**src/rtl/pt_walk_pkg.sv**
```systemverilog
package pt_walk_pkg;

    // Bit positions inside a directory or table entry
    localparam int unsigned ENT_PRESENT = 0;
    localparam int unsigned ENT_WRITE   = 1;
    localparam int unsigned ENT_USER    = 2;
    localparam int unsigned ENT_ACCESS  = 5;
    localparam int unsigned ENT_DIRTY   = 6;

    typedef enum logic {
        CAUSE_ABSENT = 1'b0,
        CAUSE_PROT   = 1'b1
    } fault_cause_e;

    typedef enum logic [2:0] {
        S_IDLE   = 3'd0,
        S_RD_DIR = 3'd1,
        S_RD_TBL = 3'd2,
        S_WB_DIR = 3'd3,
        S_WB_TBL = 3'd4,
        S_DONE   = 3'd5,
        S_FAULT  = 3'd6
    } walk_state_e;

endpackage

```
**src/rtl/pt_addr_gen.sv**
```systemverilog
module pt_addr_gen #(
    parameter int unsigned ADDR_W = 32,
    parameter int unsigned OFF_W  = 12,
    parameter int unsigned IDX_W  = 10,
    parameter int unsigned ENT_W  = 2
) (
    input  logic [ADDR_W-OFF_W-1:0] dir_frame_i,
    input  logic [ADDR_W-OFF_W-1:0] ent_frame_i,
    input  logic [ADDR_W-1:0]       va_i,
    output logic [ADDR_W-1:0]       dir_addr_o,
    output logic [ADDR_W-1:0]       tbl_addr_o,
    output logic [ADDR_W-1:0]       pa_o
);
    localparam int unsigned FRAME_W = ADDR_W - OFF_W;

    logic [IDX_W-1:0]  hi_idx;
    logic [IDX_W-1:0]  lo_idx;
    logic [ADDR_W-1:0] dir_base;
    logic [ADDR_W-1:0] ent_base;

    always_comb begin
        hi_idx     = va_i[ADDR_W-1 -: IDX_W];
        lo_idx     = va_i[OFF_W +: IDX_W];
        dir_base   = {dir_frame_i, {OFF_W{1'b0}}};
        ent_base   = {ent_frame_i, {OFF_W{1'b0}}};
        dir_addr_o = dir_base + (ADDR_W'(hi_idx) << ENT_W);
        tbl_addr_o = ent_base + (ADDR_W'(lo_idx) << ENT_W);
        pa_o       = {ent_frame_i[FRAME_W-1:0], va_i[OFF_W-1:0]};
    end

endmodule

```
**src/rtl/pt_perm_check.sv**
```systemverilog
module pt_perm_check
    import pt_walk_pkg::*;
#(
    parameter int unsigned ADDR_W = 32
) (
    input  logic [ADDR_W-1:0] pde_i,
    input  logic [ADDR_W-1:0] pte_i,
    input  logic              write_i,
    input  logic              user_i,
    output logic              pde_absent_o,
    output logic              pte_absent_o,
    output logic              prot_o,
    output logic [ADDR_W-1:0] pde_upd_o,
    output logic [ADDR_W-1:0] pte_upd_o,
    output logic              pde_wb_o,
    output logic              pte_wb_o
);
    localparam logic [ADDR_W-1:0] A_MASK = ADDR_W'(1) << ENT_ACCESS;
    localparam logic [ADDR_W-1:0] D_MASK = ADDR_W'(1) << ENT_DIRTY;

    logic wr_ok;
    logic usr_ok;

    always_comb begin
        pde_absent_o = !pde_i[ENT_PRESENT];
        pte_absent_o = !pte_i[ENT_PRESENT];
        wr_ok        = pde_i[ENT_WRITE] & pte_i[ENT_WRITE];
        usr_ok       = pde_i[ENT_USER] & pte_i[ENT_USER];
        prot_o       = (write_i && !wr_ok) || (user_i && !usr_ok);
        pde_upd_o    = pde_i | A_MASK;
        pte_upd_o    = pte_i | A_MASK | (write_i ? D_MASK : '0);
        pde_wb_o     = (pde_upd_o != pde_i);
        pte_wb_o     = (pte_upd_o != pte_i);
    end

endmodule

```
**src/rtl/pt_walker.sv**
```systemverilog
module pt_walker
    import pt_walk_pkg::*;
#(
    parameter int unsigned ADDR_W = 32,
    parameter int unsigned OFF_W  = 12,
    parameter int unsigned IDX_W  = 10,
    parameter int unsigned ENT_W  = 2
) (
    input  logic                    clk,
    input  logic                    rst_n,
    input  logic [ADDR_W-OFF_W-1:0] dir_frame_i,
    input  logic                    req_valid_i,
    input  logic [ADDR_W-1:0]       req_va_i,
    input  logic                    req_write_i,
    input  logic                    req_user_i,
    output logic                    req_ready_o,
    output logic                    mem_rd_req_o,
    output logic [ADDR_W-1:0]       mem_rd_addr_o,
    input  logic                    mem_rd_valid_i,
    input  logic [ADDR_W-1:0]       mem_rd_data_i,
    output logic                    mem_wr_req_o,
    output logic [ADDR_W-1:0]       mem_wr_addr_o,
    output logic [ADDR_W-1:0]       mem_wr_data_o,
    input  logic                    mem_wr_ack_i,
    output logic                    done_o,
    output logic [ADDR_W-1:0]       pa_o,
    output logic                    fault_o,
    output logic                    fault_cause_o,
    output logic [ADDR_W-1:0]       fault_va_o,
    output logic                    fault_write_o,
    output logic                    fault_user_o,
    output logic                    fill_valid_o,
    output logic [ADDR_W-OFF_W-1:0] fill_vpn_o,
    output logic [ADDR_W-1:0]       fill_pte_o
);
    localparam int unsigned FRAME_W = ADDR_W - OFF_W;

    typedef struct packed {
        walk_state_e       state;
        logic [ADDR_W-1:0] va;
        logic              write;
        logic              user;
        logic [ADDR_W-1:0] pde;
        logic [ADDR_W-1:0] pte;
        logic [ADDR_W-1:0] pde_addr;
        logic [ADDR_W-1:0] rd_addr;
        logic [ADDR_W-1:0] pa;
        logic              pte_wb;
        fault_cause_e      cause;
    } walk_regs_t;

    walk_regs_t walk_d, walk_q;

    logic [ADDR_W-1:0] va_sel;
    logic [ADDR_W-1:0] dir_addr;
    logic [ADDR_W-1:0] tbl_addr;
    logic [ADDR_W-1:0] pa_calc;
    logic [ADDR_W-1:0] pde_sel;
    logic              pde_absent, pte_absent, prot;
    logic [ADDR_W-1:0] pde_upd, pte_upd;
    logic              pde_wb, pte_wb;

    assign va_sel  = (walk_q.state == S_IDLE) ? req_va_i : walk_q.va;
    assign pde_sel = (walk_q.state == S_RD_DIR) ? mem_rd_data_i : walk_q.pde;

    pt_addr_gen #(
        .ADDR_W (ADDR_W),
        .OFF_W  (OFF_W),
        .IDX_W  (IDX_W),
        .ENT_W  (ENT_W)
    ) u_addr (
        .dir_frame_i (dir_frame_i),
        .ent_frame_i (mem_rd_data_i[ADDR_W-1:OFF_W]),
        .va_i        (va_sel),
        .dir_addr_o  (dir_addr),
        .tbl_addr_o  (tbl_addr),
        .pa_o        (pa_calc)
    );

    pt_perm_check #(
        .ADDR_W (ADDR_W)
    ) u_perm (
        .pde_i        (pde_sel),
        .pte_i        (mem_rd_data_i),
        .write_i      (walk_q.write),
        .user_i       (walk_q.user),
        .pde_absent_o (pde_absent),
        .pte_absent_o (pte_absent),
        .prot_o       (prot),
        .pde_upd_o    (pde_upd),
        .pte_upd_o    (pte_upd),
        .pde_wb_o     (pde_wb),
        .pte_wb_o     (pte_wb)
    );

    always_comb begin
        walk_d = walk_q;
        unique case (walk_q.state)
            S_IDLE: begin
                if (req_valid_i) begin
                    walk_d.va       = req_va_i;
                    walk_d.write    = req_write_i;
                    walk_d.user     = req_user_i;
                    walk_d.pde_addr = dir_addr;
                    walk_d.rd_addr  = dir_addr;
                    walk_d.state    = S_RD_DIR;
                end
            end
            S_RD_DIR: begin
                if (mem_rd_valid_i) begin
                    walk_d.pde = mem_rd_data_i;
                    if (pde_absent) begin
                        walk_d.cause = CAUSE_ABSENT;
                        walk_d.state = S_FAULT;
                    end else begin
                        walk_d.rd_addr = tbl_addr;
                        walk_d.state   = S_RD_TBL;
                    end
                end
            end
            S_RD_TBL: begin
                if (mem_rd_valid_i) begin
                    walk_d.pte = mem_rd_data_i;
                    if (pte_absent) begin
                        walk_d.cause = CAUSE_ABSENT;
                        walk_d.state = S_FAULT;
                    end else if (prot) begin
                        walk_d.cause = CAUSE_PROT;
                        walk_d.state = S_FAULT;
                    end else begin
                        walk_d.pde    = pde_upd;
                        walk_d.pte    = pte_upd;
                        walk_d.pa     = pa_calc;
                        walk_d.pte_wb = pte_wb;
                        if (pde_wb)      walk_d.state = S_WB_DIR;
                        else if (pte_wb) walk_d.state = S_WB_TBL;
                        else             walk_d.state = S_DONE;
                    end
                end
            end
            S_WB_DIR: begin
                if (mem_wr_ack_i) begin
                    walk_d.state = walk_q.pte_wb ? S_WB_TBL : S_DONE;
                end
            end
            S_WB_TBL: begin
                if (mem_wr_ack_i) begin
                    walk_d.state = S_DONE;
                end
            end
            S_DONE:  walk_d.state = S_IDLE;
            S_FAULT: walk_d.state = S_IDLE;
            default: walk_d.state = S_IDLE;
        endcase
    end

    always_ff @(posedge clk or negedge rst_n) begin
        if (!rst_n) begin
            walk_q <= '0;
        end else begin
            walk_q <= walk_d;
        end
    end

    assign req_ready_o   = (walk_q.state == S_IDLE);
    assign mem_rd_req_o  = (walk_q.state == S_RD_DIR) || (walk_q.state == S_RD_TBL);
    assign mem_rd_addr_o = walk_q.rd_addr;
    assign mem_wr_req_o  = (walk_q.state == S_WB_DIR) || (walk_q.state == S_WB_TBL);
    assign mem_wr_addr_o = (walk_q.state == S_WB_DIR) ? walk_q.pde_addr : walk_q.rd_addr;
    assign mem_wr_data_o = (walk_q.state == S_WB_DIR) ? walk_q.pde : walk_q.pte;
    assign done_o        = (walk_q.state == S_DONE);
    assign pa_o          = walk_q.pa;
    assign fault_o       = (walk_q.state == S_FAULT);
    assign fault_cause_o = walk_q.cause;
    assign fault_va_o    = walk_q.va;
    assign fault_write_o = walk_q.write;
    assign fault_user_o  = walk_q.user;
    assign fill_valid_o  = (walk_q.state == S_DONE);
    assign fill_vpn_o    = walk_q.va[ADDR_W-1:OFF_W];
    assign fill_pte_o    = walk_q.pte;

    // Idle means no memory traffic
    assert_idle_quiet_R1: assert property (@(posedge clk) disable iff (!rst_n)
        req_ready_o |-> (!mem_rd_req_o && !mem_wr_req_o && !done_o && !fault_o));

    // Success and fault are exclusive
    assert_done_fault_excl_R3: assert property (@(posedge clk) disable iff (!rst_n)
        !(done_o && fault_o));

    // Completion is a single-cycle pulse, followed by idle
    assert_done_pulse_R5: assert property (@(posedge clk) disable iff (!rst_n)
        done_o |=> (!done_o && req_ready_o));

    // Stalled write keeps address and data
    assert_wr_hold_R6: assert property (@(posedge clk) disable iff (!rst_n)
        (mem_wr_req_o && !mem_wr_ack_i) |=>
        (mem_wr_req_o && $stable(mem_wr_addr_o) && $stable(mem_wr_data_o)));

    // Fill entry frame agrees with the reported PA and is marked accessed
    assert_fill_match_R8: assert property (@(posedge clk) disable iff (!rst_n)
        fill_valid_o |-> (fill_pte_o[ADDR_W-1:OFF_W] == pa_o[ADDR_W-1:OFF_W]
                          && fill_pte_o[ENT_ACCESS] && fill_pte_o[ENT_PRESENT]
                          && FRAME_W == $bits(fill_vpn_o)));

    // Walk VA stays fixed while busy, whatever the request port does
    assert_busy_va_R9: assert property (@(posedge clk) disable iff (!rst_n)
        !req_ready_o |=> $stable(fault_va_o));

    // Stalled read keeps request and address
    assert_rd_hold_R10: assert property (@(posedge clk) disable iff (!rst_n)
        (mem_rd_req_o && !mem_rd_valid_i) |=> (mem_rd_req_o && $stable(mem_rd_addr_o)));

endmodule

```
**config.mk**
```make
export PLATFORM = sky130hd
export DESIGN_NAME = pt_walker
export DESIGN_NICKNAME = d
export VERILOG_FILES = /design/src/rtl/pt_walk_pkg.sv /design/src/rtl/pt_addr_gen.sv /design/src/rtl/pt_perm_check.sv /design/src/rtl/pt_walker.sv
export SDC_FILE = /design/constraint.sdc
export NUM_CORES = 1
export LEC_CHECK = 0
export ABC_AREA = 1
export BUFFER_PORTS_ARGS = -buffer_cell sky130_fd_sc_hd__buf_2
export CAP_MARGIN = 20
export CORE_MARGIN = 4
export CORE_UTILIZATION = 50
export CTS_CLUSTER_SIZE = 28
export DETAILED_ROUTE_END_ITERATION = 8
export PLACE_DENSITY = 0.78
export SYNTH_ARGS = -nofsm -noshare
export SYNTH_HDL_FRONTEND = slang
export SYNTH_SLANG_ARGS = --single-unit
```
**constraint.sdc**
```tcl
create_clock -name clk -period 3.3 [get_ports clk]
set_input_delay 0.66 -clock clk [delete_from_list [all_inputs] [get_ports clk]]
set_output_delay 0.66 -clock clk [all_outputs]
set_load 0.02 [all_outputs]
```
==> results of run 1 <==
per-stage QoR:
| step | power [uW] | util (%) | hold slack (ps) |
|---|---|---|---|
| floorplan | 9350 | - | 364 |
| global placement | 10200 | 54.4 | 461 |
| detailed placement | 10400 | 54.4 | 465 |
| CTS | 12600 | 57.6 | 270 |
| global route | 13500 | 57.6 | 278 |
| finish | 12500 | 57.6 | 233 |
power by group:
group	internal (uW)	total, uW	switching [uW]
Combinational	1900	6060	4170
Clock	1220	2170	953
Sequential	3480	4290	806
Total	6600	12500	5920
state kept, by name, indices dropped and copies added (netlist names):
register       flops
pa_o              32
fill_pte_o        32
mem_rd_addr_o     30
fault_cause_o      1
walk_q            66
fault_write_o      1
fault_va_o        32
fault_user_o       1
critical path, stage by stage, from the launching register on:
cell	delay (ps)
dfrtp_1	460
inv_2	130
nand3_4	80
buf_4	670
nand2_1	130
nand2_1	130
buf_2	170
cells by family after synthesis:
group / share of synthesized area (%)
buffers and inverters: 18.8
AOI/OAI and AO/OA: 10.5
other: 0.0371
and+or+nand+nor: 22.3
DFF: 48.3
cells in the final DEF (no fill, tap or decap), types with 3 or more instances in the layout:
cell,count
conb_1,4
a21oi_1,4
nand4_1,5
nand2_4,3
clkinvlp_4,3
inv_2,7
clkbuf_16,17
nand3_1,5
nand2_1,545
inv_6,3
nand2_2,5
inv_1,113
o21ai_1,10
inv_8,3
bufinv_16,3
nor2_1,6
buf_4,12
o21ai_0,192
buf_2,306
dfrtp_1,195
how the worst min path moves through the flow:
stage | cells past startpoint | endpoint | from | slack [ps]
after floorplan | 0 | fault_cause_o | rst_n | 360
after global placement | 2 | walk_q[80] | walk_q[80] | 460
after detailed placement | 2 | walk_q[88] | walk_q[88] | 470
after CTS | 1 | pa_o[17] | rst_n | 270
after global routing | 1 | pa_o[17] | rst_n | 280
final | 1 | mem_rd_addr_o[16] | rst_n | 230
per-layer routing:
metal,track usage (%),vias to the layer above,part of all wire (%)
met5,0,-,0.079
met3,5.69,49,8.2
met2,38.2,368,47
met1,30.5,3888,42
li1,-,4147,-
met4,8.19,4,2.5
final cells by class:
| type | count | area (um^2) |
|---|---|---|
| Clock buffer | 18 | 429 |
| Clock inverter | 14 | 190 |
| Fill cell | 1849 | 8330 |
| Inverter | 120 | 450 |
| Multi-Input combinational cell | 790 | 3360 |
| Sequential cell | 195 | 4880 |
| Tap cell | 265 | 332 |
| Timing Repair Buffer | 321 | 1680 |
synthesized netlist by cell type:
cell type	number	area, um^2
nand2_1	547	2050
dfrtp_1	195	4880
o21ai_0	192	961
buf_4	151	1130
inv_1	113	424
clkbuf_1	29	109
buf_2	28	140
o21ai_1	10	50.1
inv_2	7	26.3
nand3_1	6	30.0
nor2_1	6	22.5
a21oi_1	5	25.0
nand4_1	5	31.3
buf_6	4	45.0
nand2_2	3	18.8
nand2_4	3	33.8
o211ai_1	2	15.0
buf_8	1	15.0
conb_1	1	3.75
nand3_4	1	17.5
nor2_8	1	20.0
nor3_1	1	5.00
nor3_4	1	16.3
o21bai_1	1	7.51
o22ai_1	1	6.26
or2_1	1	6.26
==> impl_metrics.env, run 1 <==
export IMPL_power_density_mw_per_mm2=1110
export IMPL_cp_start_kind="register"
export IMPL_routed_wl_um=26500
export IMPL_final_setup_worst_slack_ps=428
export IMPL_fmax_mhz=348
export IMPL_io_pins=312
export IMPL_htree_levels=4
export IMPL_critPathKind="register to output pin"
export IMPL_antenna_found_initial=2
export IMPL_r2r_slack_ps=980
export IMPL_fin_worst_skew_ps=12.5
export IMPL_dp_cells=1691
export IMPL_hpwl_um=19300
export IMPL_overflow=0
export IMPL_ys_warn_count=0
export IMPL_n_antenna_cell=0
export IMPL_cap_violations=0
export IMPL_placed_area_mm2=0.0107
export IMPL_drc=0
export IMPL_clock_path_buffers=2
export IMPL_vias=8456
export IMPL_r2r_start="walk_q[196]"
export IMPL_cts_root_buf="clkbuf_16"
export IMPL_cts_sinks=195
export IMPL_io_buffers=307
export IMPL_gp_congestion=0.890
export IMPL_cts_hold_buf=0
export IMPL_die_w_um=150
export IMPL_status="complete, no violations"
export IMPL_grt_usage_pct=23.3
export IMPL_worst_pin_slew_ps=1020
export IMPL_final_antenna_net_count=0
export IMPL_synth_area_per_cell_um2=7.68
export IMPL_min_path_type="input pin to async pin"
export IMPL_required_ps=2640
export IMPL_syn_cell_area_mm2=0.0101
export IMPL_rsz0062_at_grt="no"
export IMPL_fin_crit_sh_pct=87.0
export IMPL_final_layout_size_suffix_gt1_share_pct=25.5
export IMPL_crit_start="walk_q[198]"
export IMPL_start_util_pct=51.4
export IMPL_ys_seq_elements=195
export IMPL_netlist_instances=1315
export IMPL_cts_setup_buffers=0
export IMPL_cts_tree="done"
export IMPL_clk_pin_slew_worst_paths_ps=80
export IMPL_cts_resized=0
export IMPL_wl_per_cell_um=15.4
export IMPL_synth_distinct_cells=26
export IMPL_viasPerCell=4.91
export IMPL_pre_cts_slack_ps=902
export IMPL_grt_pass1_wl_um=41300
export IMPL_crit_fanout=77
export IMPL_fin_tns_setup_ps=0
export IMPL_dieArea_mm2=0.0225
export IMPL_synth_seq_area_share_pct=48.3
export IMPL_r2r_end="mem_rd_addr_o[2]"
export IMPL_numCtsBuffers=17
export IMPL_min_period_ps=2870
export IMPL_reg2regPathDepth=8
export IMPL_critPathCapture="mem_wr_data_o[3]"
export IMPL_fp_row_count=51
export IMPL_crit_path_end_kind="output pin"
export IMPL_first_global_vias=8045
export IMPL_power_leakage_uw=0.00654
export IMPL_instances_no_fill=1723
export IMPL_cp_arrival_ps=2210
export IMPL_die_y_um=150
export IMPL_insertion_delay_ps=420
export IMPL_stdcell_area_mm2=0.0113
export IMPL_grt_max_degree=80
export IMPL_hold_viol=0
export IMPL_nets=1536
export IMPL_core_mm2=0.0197
export IMPL_area_delta_synth_final_pct=12.1
export IMPL_maxSlewHeadroom_pct=31.9
export IMPL_drt_pass1_iterations=5
export IMPL_drtIter0Drc=421
export IMPL_drv_slew=0
export IMPL_vdd_ir_drop_max_v=0.000585
export IMPL_setup_viol=0
No activity file was read; power rests on OpenSTA's default activity.
==> inputs of run 2 (changes only) <==
CELL_PAD_IN_SITES_DETAIL_PLACEMENT = 0   (was default)
CELL_PAD_IN_SITES_GLOBAL_PLACEMENT = 2   (was default)
CORE_UTILIZATION = 31   (was 50)
GPL_ROUTABILITY_DRIVEN = 0   (was default)
PLACE_DENSITY = default   (was 0.78)
PLACE_DENSITY_LB_ADDON = 0.1   (was default)
==> run 2 against run 1 <==
Against the previous run: worst setup slack got worse by 4.6 ps; flip-flop and latch count is the same; die area rose by 58%; critical path depth down 1; final cell count rose by 9.9%; power is 0.17% higher; global-route usage fell by 5.9 points; fmax down 0.16%; core utilization fell by 21 points; design area rose by 1.7%; largest cell class unchanged; largest power group unchanged; highest routed layer unchanged.
==> impl_metrics.env, run 2 (same netlist as run 1, synthesis figures left out) <==
export IMPL_fin_worst_skew_ps=19.6
export IMPL_insertion_delay_ps=430
export IMPL_largest_reg_flops=66
export IMPL_clk_pin_slew_worst_paths_ps=90
export IMPL_hold_viol=0
export IMPL_die_w_um=188
export IMPL_r2r_slack_ps=910
export IMPL_min_period_ps=2880
export IMPL_fmax_mhz=348
export IMPL_r2r_end="mem_rd_addr_o[14]"
export IMPL_final_antenna_net_count=0
export IMPL_drv_slew=0
export IMPL_nets=1537
export IMPL_cp_arrival_ps=2220
export IMPL_multi_input_area_mm2=0.00336
export IMPL_numCtsBuffers=17
export IMPL_cts_sinks=195
export IMPL_area_delta_synth_final_pct=14.1
export IMPL_vdd_ir_drop_max_v=0.000418
export IMPL_die_y_um=188
export IMPL_pwr_share_seq_pct=33.9
export IMPL_n_fill_cell=3524
export IMPL_switching_share_pct=48.7
export IMPL_seq_area_mm2=0.00488
export IMPL_min_path_type="input pin to async pin"
export IMPL_dieArea_mm2=0.0355
export IMPL_vias=8143
export IMPL_io_pins=312
export IMPL_pwr_share_comb_pct=49.4
export IMPL_overflow=0
export IMPL_fin_crit_sh_pct=87.2
export IMPL_cts_tree="done"
export IMPL_routed_wl_um=30900
export IMPL_clock_path_buffers=2
export IMPL_drt_pass1_iterations=5
export IMPL_grt_usage_pct=17.4
export IMPL_layout_common_cells="nand2_1 (545), buf_2 (306), dfrtp_1 (195)"
export IMPL_fp_row_count=65
export IMPL_power_leakage_uw=0.00654
export IMPL_antenna_found_initial=6
export IMPL_grt_max_degree=89
export IMPL_start_util_pct=31.7
export IMPL_final_layout_size_suffix_gt1_share_pct=25.6
export IMPL_power_density_mw_per_mm2=1090
export IMPL_first_global_vias=8217
export IMPL_cap_violations=0
export IMPL_crit_fanout=77
export IMPL_grt_pass1_wl_um=48700
export IMPL_wl_per_cell_um=16.3
export IMPL_cts_resized=0
export IMPL_viasPerCell=4.30
export IMPL_crit_path_end_kind="output pin"
export IMPL_worst_pin_slew_ps=867
export IMPL_cp_start_kind="register"
export IMPL_rsz0062_at_grt="no"
export IMPL_required_ps=2640
export IMPL_fin_util_pct=36.1
export IMPL_maxSlewHeadroom_pct=42.2
export IMPL_n_antenna_cell=0
export IMPL_hpwl_um=21900
export IMPL_setup_viol=0
export IMPL_fin_tns_setup_ps=0
export IMPL_cts_root_buf="clkbuf_16"
export IMPL_drc=0
export IMPL_critPathCapture="mem_wr_data_o[29]"
export IMPL_htree_levels=4
export IMPL_cts_hold_buf=0
export IMPL_layout_commonest_cell="nand2_1"
export IMPL_core_mm2=0.0319
export IMPL_drtIter0Drc=400
export IMPL_io_buffers=307
export IMPL_cts_setup_buffers=0
export IMPL_power_switching_uw=6110
export IMPL_r2r_start="walk_q[196]"
export IMPL_power_internal_uw=6440
export IMPL_status="complete, no violations"
export IMPL_critPathKind="register to output pin"
export IMPL_p_clk_share_pct=16.6
export IMPL_crit_start="walk_q[196]"
export IMPL_regMostFlops="walk_q"
export IMPL_reg2regPathDepth=9
## run 2: power groups by stage
| stage | clock [uW] | combinational, uW | sequential (uW) |
|---|---|---|---|
| 6_report | 2090 | 6200 | 4260 |
| 5_1_grt | 2270 | 6980 | 4420 |
| 4_1_cts | 2170 | 6360 | 4270 |
| 3_5_place_dp | 0 | 6340 | 4310 |
| 3_3_place_gp | 0 | 6300 | 4300 |
| 2_1_floorplan | 0 | 5280 | 4060 |
## run 2: per-layer routing
| metal | up-vias | track usage [%] | wire, um |
|---|---|---|---|
| li1 | 4157 | - | - |
| met1 | 3712 | 24.3 | 14700 |
| met2 | 237 | 28.0 | 14000 |
| met3 | 25 | 4.33 | 1920 |
| met4 | 12 | 3.03 | 274 |
| met5 | - | 0 | 82 |
## run 2: area by class of cell
type / instances / share of cell area [%]
Tap cell: 435 / 4.73
Timing Repair Buffer: 322 / 14.7
Clock inverter: 13 / 1.22
Multi-Input combinational cell: 790 / 29.2
Inverter: 120 / 3.91
Sequential cell: 195 / 42.4
Clock buffer: 19 / 3.85
## run 2: through the flow
stage                     setup slack, ps  cells  hold WS [ps]  power, uW  instance area (um^2)
after CTS                             362   1894           139      12800                 11500
final                                 424   1894           135      12500                 11500
after floorplan                      1050   1318           364       9350                 10100
after detailed placement              841   1862           464      10600                 10900
after global placement                870   1862           460      10600                 10900
after global routing                  191   1894           139      13700                 11500
## run 2: worst min-delay path by stage
stage                         start        endpoint  slack (ps)  cells after the start
after floorplan               rst_n   fault_cause_o         360                      0
after global placement      pa_o[9]         pa_o[9]         460                      2
after detailed placement  walk_q[1]       walk_q[1]         460                      2
after CTS                     rst_n  fault_va_o[18]         140                      1
after global routing          rst_n  fault_va_o[18]         140                      1
final                         rst_n  fault_va_o[18]         140                      1
## run 2: critical path: stages (launching register included)
cell     delay, ps
dfrtp_1        520
nand3_4        140
buf_4          670
nand2_1        110
nand2_1        140
buf_2          170
==> inputs of run 3 (changes only) <==
CORE_UTILIZATION = 27   (was 31)
SYNTH_HIERARCHICAL = 1   (was default)
clock period = 2.6 ns   (was 3.3 ns; I/O delays follow)
==> run 3 against run 2 <==
Against the previous run: count of clock-buffer cells in the layout up 2; first-iteration DRC count up 47%; final cell count up 24%; clock skew is 2.7 ps lower; die area increased by 42%; wire length is 41% higher; sequential share of layout area is 5.0 points lower; register-to-register slack got worse by 640 ps; synthesized cell count grew 34%; combinational power grew 63%; flip-flop and latch count grew 4; design area up 16%; largest cell class unchanged.
==> impl_metrics.env, run 3 <==
export IMPL_status="complete, no violations"
export IMPL_n_antenna_cell=0
export IMPL_fin_tns_setup_ps=0
export IMPL_netlist_instances=1757
export IMPL_cap_violations=0
export IMPL_rsz0062_at_grt="no"
export IMPL_area_delta_synth_final_pct=5.64
export IMPL_cp_start_kind="register"
export IMPL_crit_path_end_kind="output pin"
export IMPL_fmax_mhz=401
export IMPL_slowest_stage="dfrtp_1"
export IMPL_largest_reg_flops=68
export IMPL_synth_distinct_cells=21
export IMPL_placed_area_mm2=0.0127
export IMPL_cpPeakStageDelay_ps=390
export IMPL_grt_usage_pct=17.2
export IMPL_htree_levels=4
export IMPL_final_layout_size_suffix_gt1_share_pct=23.1
export IMPL_hpwl_um=30500
export IMPL_required_ps=2080
export IMPL_layout_common_cells="nand2_1 (545), buf_2 (310), dfrtp_1 (198)"
export IMPL_start_util_pct=27.6
export IMPL_crit_chain="inv_2 > nand3_4 > buf_12 > clkbuf_16 > o21ai_0 > buf_2"
export IMPL_stdcell_area_mm2=0.0133
export IMPL_drt_pass1_iterations=5
export IMPL_dieArea_mm2=0.0503
export IMPL_drtIter0Drc=587
export IMPL_core_mm2=0.0458
export IMPL_cts_tree="done"
export IMPL_fin_crit_sh_pct=96.0
export IMPL_overflow=0
export IMPL_synth_area_leaders="dfrtp_1 (39%), buf_4 (18%), nand2_1 (16%), o21ai_0 (6.4%), inv_1 (4.2%)"
export IMPL_layout_commonest_cell="nand2_1"
export IMPL_hold_viol=0
export IMPL_vias=10430
export IMPL_ys_warn_count=6
export IMPL_cts_sinks=199
export IMPL_synth_common_cells="nand2_1 (550), buf_4 (308), dfrtp_1 (199)"
export IMPL_ys_seq_elements=199
export IMPL_grt_pass1_wl_um=65600
export IMPL_setup_viol=0
export IMPL_numCtsBuffers=17
export IMPL_power_density_mw_per_mm2=1380
export IMPL_regMostFlops="walk_q"
export IMPL_first_global_vias=10407
export IMPL_die_y_um=224
export IMPL_instances_no_fill=2341
export IMPL_grt_max_degree=111
export IMPL_cp_arrival_ps=1970
export IMPL_vdd_ir_drop_max_v=0.000792
export IMPL_fin_worst_skew_ps=16.9
export IMPL_drv_slew=0
export IMPL_final_antenna_net_count=0
export IMPL_crit_fanout=28
export IMPL_synth_area_per_cell_um2=7.19
export IMPL_io_pins=312
export IMPL_routed_wl_um=43700
export IMPL_drc=0
export IMPL_clock_path_buffers=2
export IMPL_die_w_um=224
export IMPL_async_flop_share_pct=100
export IMPL_dp_cells=2305
export IMPL_clk_pin_slew_worst_paths_ps=80
export IMPL_wl_per_cell_um=18.7
export IMPL_power_leakage_uw=0.00743
export IMPL_io_buffers=311
export IMPL_worst_pin_slew_ps=703
export IMPL_critPathKind="register to output pin"
export IMPL_antenna_found_initial=4
export IMPL_min_path_type="input pin to register"
export IMPL_synth_edf_count=0
export IMPL_fin_hold_ws_ps=253
export IMPL_syn_cell_area_mm2=0.0126
export IMPL_viasPerCell=4.46
export IMPL_nets=1820
export IMPL_synth_seq_area_share_pct=39.4
export IMPL_maxSlewHeadroom_pct=52.9
export IMPL_synth_most_common_cell="nand2_1"
export IMPL_synth_top_area_share_pct=39.4
export IMPL_synth_largest_area_cell="dfrtp_1"
export IMPL_cts_root_buf="clkbuf_16"
export IMPL_min_period_ps=2490
export IMPL_synth_flop_cell="dfrtp_1"
export IMPL_fp_row_count=78
export IMPL_insertion_delay_ps=500
run 3: cell count changes in the layout (fill, tap and decap cells not counted), moves of 11 or more:
cell	delta
a21oi_1	+58
o21ai_0	-38
nand4_1	+11
nand3_1	+90
o211ai_1	+29
inv_1	+27
buf_4	+19
nor2_1	+65
run 3: area by class of cell:
cell class | count | area, um^2
Timing Repair Buffer | 354 | 2030
Fill cell | 5127 | 32400
Clock inverter | 10 | 98.8
Clock buffer | 21 | 460
Sequential cell | 199 | 4980
Tap cell | 600 | 751
Multi-Input combinational cell | 1012 | 4480
Inverter | 145 | 544
run 3: per-layer routing:
metal / vias to the layer above / share of wire, % / GRT usage, %
met5: - / 0.080 / 0
met4: 8 / 1.3 / 4.07
met3: 35 / 5.8 / 4.97
met2: 277 / 48 / 28.3
met1: 4967 / 45 / 22.4
li1: 5143 / - / -
run 3: through the flow:
| stage | setup WS [ps] | power [uW] | util [%] |
|---|---|---|---|
| finish | 105 | 18400 | 29.2 |
| global route | 9.37 | 20000 | 29.2 |
| CTS | 14.5 | 18800 | 29.0 |
| detailed placement | 117 | 15900 | 27.7 |
| global placement | 156 | 15800 | 27.7 |
| floorplan | 229 | 14300 | - |
run 3: path summary, 6_finish.rpt:
kind	from	end	slack (ps)	cells past startpoint
max	walk_q[198]	mem_wr_addr_o[4]	110	6
min	req_write_i	fault_write_o	250	3
max reg2reg	walk_q[198]	fill_pte_o[21]	270	13
min reg2reg	pa_o[3]	pa_o[3]	480	2
max in group asynchronous	rst_n	walk_q[196]	1370	3
min in group asynchronous	rst_n	fill_pte_o[19]	540	2
run 3: cells by family after synthesis:
kind of cell | synth area share, %
flip-flops | 39.4
buffers and inverters | 25.9
AND/OR/NAND/NOR | 23.4
other | 0.0595
AO/OA/AOI/OAI | 11.2
run 3: timing repair:
item                                    CTS  global route
gates cloned                              0             1
pin swaps                                 1             0
setup buffers                             1             2
endpoints found under the hold margin    41             0
hold buffers                              1             0
gates resized for setup                   9             7
endpoints found under the setup margin   37            30
run 3: report_power, final:
part           total (uW)  switching, uW  internal [uW]
Sequential           5600           1040           4560
Clock                2730           1360           1370
Combinational       10100           6990           3080
Total               18400           9390           9010
run 3: critical path, delay by kind of cell, from the launching register on:
kind,cells,cell delay [ps]
buffers and inverters,4,720
DFF,1,390
AOI/OAI and AO/OA,1,230
and+or+nand+nor,1,100
